<file path="config.mk">
export PLATFORM = sky130hd
export DESIGN_NAME = mixed_sign_mul
export DESIGN_NICKNAME = d
export VERILOG_FILES = /design/src/rtl/mul_pkg.sv /design/src/rtl/mul_opnd_ext.sv /design/src/rtl/mul_array.sv /design/src/rtl/mixed_sign_mul.sv
export SDC_FILE = /design/constraint.sdc
export NUM_CORES = 1
export LEC_CHECK = 0
export ABC_CLOCK_PERIOD_IN_PS = 870
export CORE_ASPECT_RATIO = 0.6
export CORE_UTILIZATION = 41
export CTS_CLUSTER_SIZE = 25
export DETAILED_ROUTE_END_ITERATION = 8
export SYNTH_ARGS = -nofsm -noshare
export SYNTH_HDL_FRONTEND = slang
export SYNTH_SLANG_ARGS = --single-unit
</file>
<file path="constraint.sdc">
create_clock -name clk_i -period 0.87 [get_ports clk_i]
set_clock_uncertainty 0.1 [all_clocks]
set_input_delay 0.1305 -clock clk_i [delete_from_list [all_inputs] [get_ports clk_i]]
set_output_delay 0.1305 -clock clk_i [all_outputs]
set_load 0.005 [all_outputs]
</file>
<file path="src/rtl/mul_pkg.sv">
package mul_pkg;
  localparam int unsigned DATA_W_DEF = 16;
  localparam int unsigned PART_W_DEF = 8;

  typedef enum logic {
    SZ_WORD = 1'b0,
    SZ_BYTE = 1'b1
  } mul_size_e;
endpackage

</file>
<file path="src/rtl/mul_opnd_ext.sv">
module mul_opnd_ext #(
  parameter int unsigned DATA_W = 16,
  parameter int unsigned PART_W = 8,
  localparam int unsigned EXT_W = DATA_W + 1
) (
  input  logic [DATA_W-1:0]        d_i,
  input  logic                     sgn_i,
  input  mul_pkg::mul_size_e       size_i,
  output logic signed [EXT_W-1:0]  x_o
);
  logic fill_word, fill_part;

  assign fill_word = sgn_i & d_i[DATA_W-1];
  assign fill_part = sgn_i & d_i[PART_W-1];

  always_comb begin
    if (size_i == mul_pkg::SZ_BYTE) x_o = {{(EXT_W-PART_W){fill_part}}, d_i[PART_W-1:0]};
    else                            x_o = {fill_word, d_i};
  end
endmodule

</file>
<file path="src/rtl/mul_array.sv">
module mul_array #(
  parameter int unsigned EXT_W = 17,
  localparam int unsigned PROD_W = 2 * EXT_W
) (
  input  logic signed [EXT_W-1:0]  x_i,
  input  logic signed [EXT_W-1:0]  y_i,
  output logic signed [PROD_W-1:0] p_o
);
  logic signed [PROD_W-1:0] xw, yw;

  assign xw  = PROD_W'(x_i);
  assign yw  = PROD_W'(y_i);
  assign p_o = xw * yw;

  // two non-negative extended operands never give a negative product
  always_comb begin
    if (!x_i[EXT_W-1] && !y_i[EXT_W-1])
      a_r2_nonneg_prod: assert (!p_o[PROD_W-1] || $isunknown({x_i, y_i}));
  end
endmodule

</file>
<file path="src/rtl/mixed_sign_mul.sv">
module mixed_sign_mul #(
  parameter int unsigned DATA_W = mul_pkg::DATA_W_DEF,
  parameter int unsigned PART_W = mul_pkg::PART_W_DEF,
  localparam int unsigned EXT_W  = DATA_W + 1,
  localparam int unsigned PROD_W = 2 * EXT_W,
  localparam int unsigned OUT_W  = 2 * DATA_W
) (
  input  logic              clk_i,
  input  logic              rst_ni,
  input  logic              valid_i,
  input  logic [DATA_W-1:0] a_i,
  input  logic [DATA_W-1:0] b_i,
  input  logic              a_signed_i,
  input  logic              b_signed_i,
  input  logic              byte_mode_i,
  output logic              valid_o,
  output logic [OUT_W-1:0]  prod_o
);
  mul_pkg::mul_size_e       size;
  logic signed [EXT_W-1:0]  a_ext, b_ext;
  logic signed [PROD_W-1:0] prod_full;
  logic [PROD_W-OUT_W-1:0]  unused_hi;

  assign size      = byte_mode_i ? mul_pkg::SZ_BYTE : mul_pkg::SZ_WORD;
  assign unused_hi = prod_full[PROD_W-1:OUT_W];

  mul_opnd_ext #(.DATA_W(DATA_W), .PART_W(PART_W)) i_ext_a (
    .d_i(a_i), .sgn_i(a_signed_i), .size_i(size), .x_o(a_ext)
  );

  mul_opnd_ext #(.DATA_W(DATA_W), .PART_W(PART_W)) i_ext_b (
    .d_i(b_i), .sgn_i(b_signed_i), .size_i(size), .x_o(b_ext)
  );

  mul_array #(.EXT_W(EXT_W)) i_array (
    .x_i(a_ext), .y_i(b_ext), .p_o(prod_full)
  );

  always_ff @(posedge clk_i or negedge rst_ni) begin
    if (!rst_ni) begin
      valid_o <= 1'b0;
      prod_o  <= '0;
    end else begin
      valid_o <= valid_i;
      if (valid_i) prod_o <= prod_full[OUT_W-1:0];
    end
  end

  a_r6_valid_follows: assert property (@(posedge clk_i) disable iff (!rst_ni)
    valid_i |=> valid_o);

  a_r6_idle_follows: assert property (@(posedge clk_i) disable iff (!rst_ni)
    !valid_i |=> !valid_o);

  a_r7_hold_when_idle: assert property (@(posedge clk_i) disable iff (!rst_ni)
    !valid_i |=> $stable(prod_o));

  a_r5_byte_unsigned_range: assert property (@(posedge clk_i) disable iff (!rst_ni)
    (valid_i && byte_mode_i && !a_signed_i && !b_signed_i) |=> (prod_o[OUT_W-1:2*PART_W] == '0));
endmodule

</file>
# == After elaboration in Yosys (flattened, before gate mapping) ==
# Index checks and enable logic that the tools add are counted.
# word_totals
ff_bits,33
input_bits,38
out_inout_bits,33
# classes
mul,1
mux,3
bitwise_logic,4
# op_table
cell,count
2-to-1 mux 17 bit,2
multiplier 17 x 17 -> 32 bit,1
bitwise AND 1 bit,4
2-to-1 mux 1 bit,1

# == Depth between registers and ports, before layout ==
# Gate-level depths: netlist (run 1).
# logic_depth
ltp_word,3
mapped_depth,27
mapped_depth_nobuf,24

# == Hierarchy ==
# From an unflattened synthesis (run 1), not the netlist that was laid out.
# unflattened
cells_unflattened,1310
hier_area_um2,12630.9
# modules_own_cells
module,instances,cells_each,area_each_um2,seq_area_each_um2
mul_array,1,1185,10895.4,0.0
mixed_sign_mul,1,69,1370.1,825.8
mul_opnd_ext,2,28,182.7,0.0

# == Least setup slack after synthesis (run 1) ==
# No wires, ideal clock.
# synth_path
path_type,input port to flip-flop
start,input byte_mode_i
end,register prod_o[30]
t_arrival_ps,6131
setup_slack_ps,-5487
cell_stages,26
path_buffers,4
cell_sequence,buf_2 buf_1 o21ai_1 clkbuf_1 nand2_1 fa_1 inv_1 fa_1 inv_1 fa_1 inv_1 fa_1 fa_1 inv_1 fa_1 inv_1 ha_1 buf_2 and4_1 nand3_1 a21oi_1 and4b_1 or3_1 nand3_1 a21oi_1 a311o_1
# synth_between
elab_chain_cells,3
elab_cells_between_ends,4
# synth_lines
element,line_no,text
"start, declared",mixed_sign_mul.sv:15,"input logic byte_mode_i,"
2-to-1 mux 1 bit (*),mixed_sign_mul.sv:24,assign size = byte_mode_i ? mul_pkg::SZ_BYTE : mul_pkg::SZ_WORD;
2-to-1 mux 17 bit,mul_opnd_ext.sv:17,"if (size_i == mul_pkg::SZ_BYTE) x_o = {{(EXT_W-PART_W){fill_part}}, d_i[PART_W-1:0]};"
multiplier 17 x 17 -> 32 bit (*),mul_array.sv:13,assign p_o = xw * yw;
"end signal, assigned",mixed_sign_mul.sv:45,if (valid_i) prod_o <= prod_full[OUT_W-1:0];
"end, declared",mixed_sign_mul.sv:17,output logic [OUT_W-1:0] prod_o
# Every way passes the cells marked *; elsewhere a longest branch is shown, timed or not.
# A chain may end at the register's enable or synchronous reset.

# == Worst setup path in the final report (run 1) ==
# layout_path
start,input byte_mode_i
end,register prod_o[28]
# The elaborated chain is that of the path after synthesis.

==> run_results.csv, run 1 <==
group,metric,value,unit
grt,grt_max_degree,34,
setup_path,r2r_slack,-0.19,ns
route,drt-total-wl,34.8,mm
cts,cts-root-buf,"clkbuf_16",
setup_path,worstPathMaxFanout,7,
route,vias,9597,
setup_path,end_kind,"flop",
final_layout,final_common_cell,"inv_1",
run,maxCapViolCount,0,
synth,synth.yosys.warnings,0,
timing,tightest_slew,0.414,ns
synth,synth-xor-area-share,0.0226,
die,start_util,0.417,
cts,clock_path_buffers,2,
timing,setup_ws,-5.09,ns
placed_design,place_ws,-5.90,ns
run_status,violations,"setup timing",
timing,fmax,0.168,GHz
synth,synthAdderAreaFrac,0.556,
route,ant_nets,0,
final_layout,fin_nets,2032,
timing,rsz0062_at_grt,"true",
setup_path,crit_arrival,6.02,ns
route,drtIter0Drc,664,
die,chipHeight,135,µm
setup_path,max_stage_delay,0.54,ns
final_layout,fillCellCount,2347,
cts,h-tree-depth,2,
final_layout,multi_input_area,11300,µm²
timing,min_period,5.96,ns
grt,antenna_found_initial,1,
setup_path,critPathKind,"in -> reg",
min_path,hp-class,"in -> async",
timing,drv_slew,0,
synth,synthCells,1291,
synth,synth_top_family_by_area,"adder cells",
final_layout,syn2layout_area_growth,45.1,%
synth,ys_types,59,
route,via_per_inst,4.78,
setup_path,crit_slowest_cell,"fa_1",
die,rows,48,
synth,synth_compound_area_frac,0.0606,
cts,tritoncts,"done",
cts,ctsHoldBuffers,0,
grt,grt_pass1_vias,10332,
placed_design,hpwl,28.2,mm
grt,grtUsageTotal,0.244,
final_layout,seqCellArea,826,µm²
placed_design,gp_congestion,0.911,
final_layout,drive_gt1_frac,0.423,
route,first_pass_iters,5,
setup_path,worst_setup_path_start_kind,"input pin",
synth,avgSynthCellArea,9.30,µm²
timing,period_share,6.85,
cts,clock_latency,0.27,ns
final_layout,final_cell_mix,"inv_1 (251), fa_1 (248), buf_4 (196)",
run_status,status,"complete, but fails checks",
die,dieArea,30000,µm²
setup_path,required,0.93,ns
synth,ys_seq_area_frac,0.0688,
synth,synth_area,12000,µm²
cts,numCtsBuffers,5,
timing,setup_viol,64,
synth,synth_edf_count,0,
route,route.detailed.drc,0,
timing,slew_headroom,0.724,
setup_path,reg2reg_from,"prod_o[30]",
placed_design,port_buffers,70,
grt,grt_first_pass_wirelength,57.2,mm
final_layout,diodes,0,
setup_path,rr_endpoint,"prod_o[30]",
synth,ys_ff_latch,33,
route,wl_per_cell,17.4,µm
synth,syn_nets,1693,
cts,path_clk_slew,0.06,ns
setup_path,critPathMostFrequentCell,"fa_1",
die,design.portCount,71,
timing,hold_viol_final,0,
setup_path,reg2reg_depth,2,
grt,overflow,0,
synth,synth_ff_type,"dfrtp_1",
synth,muxShareOfSynthArea,0.0198,
synth,yosys.area_share.simple,0.158,
die,core_area,28800,µm²
cts,clock_sinks,33,
die,die_w,223,µm
synth,async_flop_share,1.00,
state kept, by name, summed over array words and instances, names as in the netlist:
signal	cells
prod_o	32
valid_o	1
cell usage after synthesis (5+ instances only):
cell type | instances | area, µm²
a21o_1 | 6 | 45.0
xor2_1 | 8 | 70.1
nor2b_1 | 9 | 56.3
or3_1 | 5 | 31.3
clkbuf_1 | 39 | 146
fa_1 | 282 | 5650
ha_1 | 82 | 1030
a21oi_1 | 20 | 100
nand2b_1 | 11 | 68.8
xnor2_1 | 23 | 201
nor2_1 | 22 | 82.6
mux2_2 | 18 | 203
and2_1 | 141 | 882
o21ai_1 | 17 | 85.1
inv_1 | 317 | 1190
dfrtp_1 | 33 | 826
nand2_1 | 162 | 608
nand3_1 | 9 | 45.0
o21ai_0 | 12 | 60.1
a211oi_1 | 6 | 45.0
nor3_1 | 7 | 35.0
worst max path at each step:
stage,to,slack (ns),depth (start not counted),start
after floorplan,prod_o[29],-4.96,27,byte_mode_i
after global placement,prod_o[29],-5.88,24,byte_mode_i
after detailed placement,prod_o[30],-5.90,24,byte_mode_i
after CTS,prod_o[31],-5.10,26,byte_mode_i
after global routing,prod_o[28],-5.27,27,byte_mode_i
final,prod_o[28],-5.09,26,byte_mode_i
final cells by class:
| cell class | count | share of cell area |
|---|---|---|
| clock buffer | 7 | 0.00877 |
| clock inverter | 1 | 0.000287 |
| inverter | 317 | 0.0683 |
| multi-input combinational | 897 | 0.650 |
| sequential | 33 | 0.0474 |
| tap | 375 | 0.0269 |
| timing repair buffer | 376 | 0.198 |
layer usage:
| layer | track usage | share of wire | up-vias |
|---|---|---|---|
| li1 | - | - | 4492 |
| met1 | 0.403 | 0.52 | 4812 |
| met2 | 0.331 | 0.40 | 279 |
| met3 | 0.0527 | 0.074 | 14 |
| met4 | 0.0218 | 0.0056 | 0 |
| met5 | 0 | 0 | - |
kinds of logic (layout without fill, tap and decap cells):
group / count (synthesis) / in the layout
buffers and inverters: 362 / 701
and+or+nand+nor: 379 / 379
xor gates and xnor gates: 31 / 31
AOI/OAI and AO/OA: 101 / 102
DFF: 33 / 33
adders and majority gates: 364 / 364
muxes: 21 / 21
stage by stage:
stage           util  setup TNS (ns)  hold WS [ns]  std cells  cell area, µm²
6_report       0.605         -129.83         0.117       2006           17400
4_1_cts        0.579         -129.94         0.121       1981           16600
3_5_place_dp   0.526         -154.64         0.376       1883           15100
5_1_grt        0.605         -134.65         0.141       2006           17400
2_1_floorplan      -         -116.98        -0.265       1291           12900
3_3_place_gp   0.526         -154.59         0.377       1883           15100
critical path: cells and delay by family:
kind	cells	cell delay, ns
XOR/XNOR	1	0.08
AO/OA/AOI/OAI	3	0.52
multiplexers	1	0.26
buffers and inverters	9	0.93
adder cells (fa/ha/maj)	7	3.28
AND/OR/NAND/NOR	5	0.83
timing repair:
action	in CTS	in global routing
buffers inserted	91	34
cloned	2	1
setup endpoints to repair	65	64
resized for setup	409	189
pin swaps	117	102
Power of run 1 is left out: the tool's default activity adds up to more than one toggle a clock period on the data nets, which glitch-free logic cannot reach.
==> run 2, diff against run 1 <==
- CORE_ASPECT_RATIO: 0.6 -> 0.7
- SLEW_MARGIN: unset -> 20
==> run 2 against run 1 <==
Effect of this change:
- the flow finishes with violations (DRC, setup timing)
- wire length rose by 2.9%
- critical path depth grew 1
- hold slack lost 0.0026 ns
- cell area is 0.17% higher
- final cell count down 0.70%
- first-iteration DRC count shrank 4.5%
- global-route usage rose by 1.0 points
- critical path type unchanged
==> run_results.csv, run 2 (synthesis results as in run 1) <==
group,metric,value,unit
timing,min_period,6.06,ns
setup_path,crit_arrival,6.13,ns
route,wl_per_cell,18.0,µm
route,drtIter0Drc,634,
route,route.detailed.drc,2,
setup_path,worstPathMaxFanout,8,
grt,grtUsageTotal,0.255,
run_status,violations,"DRC, setup timing",
final_layout,fin_nets,2022,
setup_path,cp_top_family,"adder cells",
cts,path_clk_slew,0.06,ns
timing,period_share,6.97,
timing,setup_viol,65,
route,drt-total-wl,35.8,mm
final_layout,final_area,17400,µm²
die,start_util,0.425,
final_layout,final_cell_mix,"inv_1 (249), fa_1 (249), buf_4 (174)",
placed_design,port_buffers,70,
route,first_pass_iters,7,
final_layout,largest_reg_flops,32,
grt,grt_max_degree,34,
cts,clock_sinks,33,
route,vias,9786,
setup_path,worst_setup_path_start_kind,"input pin",
setup_path,crit_buf_inv,9,
final_layout,diodes,0,
placed_design,placed_area,15100,µm²
cts,clock_latency,0.27,ns
die,dieArea,30000,µm²
final_layout,drive_gt1_frac,0.422,
route,ant_nets,0,
grt,overflow,0,
final_layout,post-route-util,0.617,
route,via_per_inst,4.91,
die,die_w,206,µm
grt,grt_pass1_vias,10640,
die,rows,51,
final_layout,max_flop_register,"prod_o",
setup_path,crit_slowest_cell,"fa_2",
run_status,status,"complete, but fails checks",
die,chipHeight,145,µm
timing,setup_ws,-5.19,ns
final_layout,fillCellCount,2305,
timing,tightest_slew,0.490,ns
cts,tritoncts,"done",
timing,slew_headroom,0.671,
cts,numCtsBuffers,5,
min_path,hp-class,"in -> reg",
timing,hold_viol_final,0,
die,core_area,28300,µm²
die,design.portCount,71,
setup_path,max_stage_delay,0.57,ns
setup_path,required,0.93,ns
final_layout,reg.largest.list,"prod_o (32), valid_o (1)",
cts,ctsHoldBuffers,0,
placed_design,gp_congestion,0.901,
cts,cts-root-buf,"clkbuf_16",
timing,rsz0062_at_grt,"true",
timing,drv_slew,0,
cts,clock_path_buffers,2,
timing,fmax,0.165,GHz
setup_path,critPathKind,"in -> reg",
cts,h-tree-depth,2,
final_layout,syn2layout_area_growth,45.3,%
placed_design,hpwl,28.2,mm
grt,grt_first_pass_wirelength,59.7,mm
setup_path,end_kind,"flop",
grt,antenna_found_initial,0,
run,maxCapViolCount,0,
==> run 2: changes by cell type in the layout (fill, tap and decap cells not counted), sizes merged, moves of 2 or more <==
cell           previous run  this run
buf                     353       343
clkbuf                    8         6
clkdlybuf4s50             1         4
dlygate4sd2              16        13
o21ai                    32        34
==> run 2: final timing paths <==
kind / startpoint / to / slack (ns) / depth (start not counted)
worst max-delay path: byte_mode_i / prod_o[28] / -5.19 / 27
worst min-delay path: valid_i / valid_o / 0.11 / 2
worst max register to register: prod_o[30] / prod_o[30] / -0.18 / 2
worst min register to register: prod_o[5] / prod_o[5] / 0.40 / 2
max in group asynchronous: rst_ni / prod_o[27] / 0.37 / 2
min in group asynchronous: rst_ni / prod_o[11] / 0.12 / 2
==> run 2: routing by layer <==
metal  wire length (µm)  global-route usage
met1              18200               0.424
met2              15300               0.359
met3               2050              0.0301
met4                325              0.0265
met5                  0                   0
==> run 2: area by class of cell <==
cell class | count | area [µm²] | area share
multi-input cells | 900 | 11400 | 0.654
repair buffers | 363 | 3370 | 0.193
inverters | 317 | 1190 | 0.0684
flip-flops and latches | 33 | 826 | 0.0473
well taps | 371 | 464 | 0.0266
clock buffers | 6 | 139 | 0.00796
clock inverters | 2 | 37.5 | 0.00215
==> run 2: what timing repair did <==
action                     CTS  global route
gates cloned                 9             0
resized for setup          439           155
buffers inserted            79            32
pin swaps                  143           153
setup endpoints to repair   65            65
==> run 2: stage by stage <==
step / hold slack [ns] / cells / TNS [ns] / setup WS [ns]
2_1_floorplan: -0.265 / 1291 / -116.98 / -4.96
3_3_place_gp: 0.386 / 1873 / -156.13 / -5.89
3_5_place_dp: 0.371 / 1873 / -156.55 / -5.92
4_1_cts: 0.116 / 1965 / -130.90 / -5.12
5_1_grt: 0.130 / 1992 / -137.10 / -5.34
6_report: 0.115 / 1992 / -132.31 / -5.19
Power of run 2 is left out for the same reason.
==> run 3, diff against run 2 <==
- CTS_BUF_LIST: unset -> sky130_fd_sc_hd__clkbuf_2 sky130_fd_sc_hd__clkbuf_4 sky130_fd_sc_hd__clkbuf_8
==> run 3 against run 2 <==
Effect of this change:
- the run still ends with DRC, setup timing left
- utilization shrank 0.76 points
- die area is the same
- flip-flop and latch count is the same
- cell area shrank 1.2%
- via count shrank 0.25%
- critical path depth is the same
- non-clock buffer count shrank 12
- register-to-register slack is essentially flat
- first-iteration DRC count shrank 3.2%
- fmax grew 1.1%
- sequential share of layout area grew 0.059 points
- clock-buffer cell count is the same
==> run_results.csv, run 3 (synthesis results as in run 1) <==
group,metric,value,unit
route,first_pass_iters,7,
route,wl_per_cell,17.9,µm
run_status,status,"complete, but fails checks",
grt,antenna_found_initial,0,
setup_path,worst_setup_path_start_kind,"input pin",
grt,grt_pass1_vias,10642,
cts,tritoncts,"done",
cts,clock_latency,0.29,ns
setup_path,worstPathMaxFanout,8,
route,drt-total-wl,35.4,mm
cts,cts-root-buf,"clkbuf_8",
setup_path,end_kind,"flop",
timing,slew_headroom,0.678,
grt,grtUsageTotal,0.256,
grt,grt_first_pass_wirelength,59.9,mm
min_path,hp-class,"in -> async",
final_layout,max_flop_register,"prod_o",
final_layout,drive_gt1_frac,0.409,
cts,h-tree-depth,2,
route,route.detailed.drc,4,
timing,setup_viol,65,
placed_design,hpwl,28.2,mm
route,vias,9762,
setup_path,crit_arrival,6.08,ns
placed_design,gp_congestion,0.901,
run_status,violations,"DRC, setup timing",
final_layout,largest_reg_flops,32,
setup_path,critPathKind,"in -> reg",
setup_path,required,0.95,ns
final_layout,final_cell_mix,"fa_1 (255), inv_1 (253), buf_4 (183)",
route,via_per_inst,4.93,
timing,drv_slew,0,
die,chipHeight,145,µm
timing,rsz0062_at_grt,"true",
grt,overflow,0,
grt,grt_max_degree,34,
final_layout,fillCellCount,2331,
cts,ctsHoldBuffers,0,
route,ant_nets,0,
final_layout,reg.largest.list,"prod_o (32), valid_o (1)",
die,core_area,28300,µm²
die,start_util,0.425,
cts,path_clk_slew,0.07,ns
cts,clock_sinks,33,
timing,fmax,0.167,GHz
route,drtIter0Drc,614,
cts,clock_path_buffers,2,
cts,numCtsBuffers,5,
die,dieArea,30000,µm²
timing,tightest_slew,0.479,ns
timing,setup_ws,-5.13,ns
die,design.portCount,71,
die,rows,51,
die,die_w,206,µm
timing,min_period,6.00,ns
timing,hold_viol_final,0,
run,maxCapViolCount,0,
timing,whs,0.104,ns
final_layout,final_common_cell,"fa_1",
final_layout,fin_nets,2010,
final_layout,syn2layout_area_growth,43.5,%
placed_design,port_buffers,70,
timing,period_share,6.89,
-- run 3: path summary, 6_finish.rpt --
path                             startpoint  slack (ns)    endpoint  depth (start not counted)
worst max-delay path            byte_mode_i       -5.13  prod_o[28]                         27
worst min-delay path                 rst_ni        0.10  prod_o[11]                          2
worst max register to register   prod_o[30]       -0.18  prod_o[30]                          2
worst min register to register    prod_o[5]        0.40   prod_o[5]                          2
max in group asynchronous            rst_ni        0.38  prod_o[27]                          2
min in group clk_i                  valid_i        0.10     valid_o                          2
-- run 3: layer usage --
layer  vias to the layer above  GRT usage  routed length [µm]
met5                         -          0                   0
met4                         0     0.0290                 290
met3                        21     0.0310                1940
met2                       260      0.359               15100
met1                      5022      0.424               18100
li1                       4459          -                   -
-- run 3: repair_timing --
| item | CTS | global route |
|---|---|---|
| hold endpoints to repair | 0 | 0 |
| pin swaps | 143 | 99 |
| cloned | 9 | 0 |
| endpoints found under the setup margin | 65 | 65 |
| buffers inserted | 79 | 20 |
| resized for setup | 442 | 119 |
-- run 3: critical path, stage by stage --
cell and delay, ns:
buf_8 0.11, buf_12 0.13, buf_8 0.12, o21ai_4 0.17, buf_12 0.14, buf_6 0.10, nand2_4 0.04, fa_1 0.52
inv_2 0.04, fa_1 0.51, inv_2 0.04, fa_1 0.53, inv_1 0.05, fa_1 0.46, fa_1 0.54, inv_1 0.06
fa_1 0.52, inv_2 0.06, ha_4 0.30, and4_1 0.20, nand3_1 0.09, a21oi_2 0.14, and4b_1 0.23, or3_4 0.38
nand3b_1 0.12, xor2_1 0.07, mux2_4 0.25
-- run 3: through the flow --
stage	setup WS (ns)	std cells	area [µm²]	util	TNS, ns
6_report	-5.13	1981	17200	0.609	-131.27
5_1_grt	-5.31	1980	17200	0.609	-136.58
4_1_cts	-5.10	1965	16700	0.590	-130.97
3_5_place_dp	-5.92	1873	15100	0.534	-156.55
3_3_place_gp	-5.89	1873	15100	0.534	-156.13
2_1_floorplan	-4.96	1291	12900	-	-116.98
-- run 3: final cells by class --
type | count | area (µm²) | area share
timing repair buffer | 351 | 3200 | 0.186
antenna | 1 | 2.50 | 0.000145
clock inverter | 2 | 37.5 | 0.00218
clock buffer | 6 | 82.6 | 0.00479
sequential | 33 | 826 | 0.0479
inverter | 317 | 1190 | 0.0692
multi-input combinational | 900 | 11400 | 0.663
tap | 371 | 464 | 0.0269
Power of run 3 is left out for the same reason.
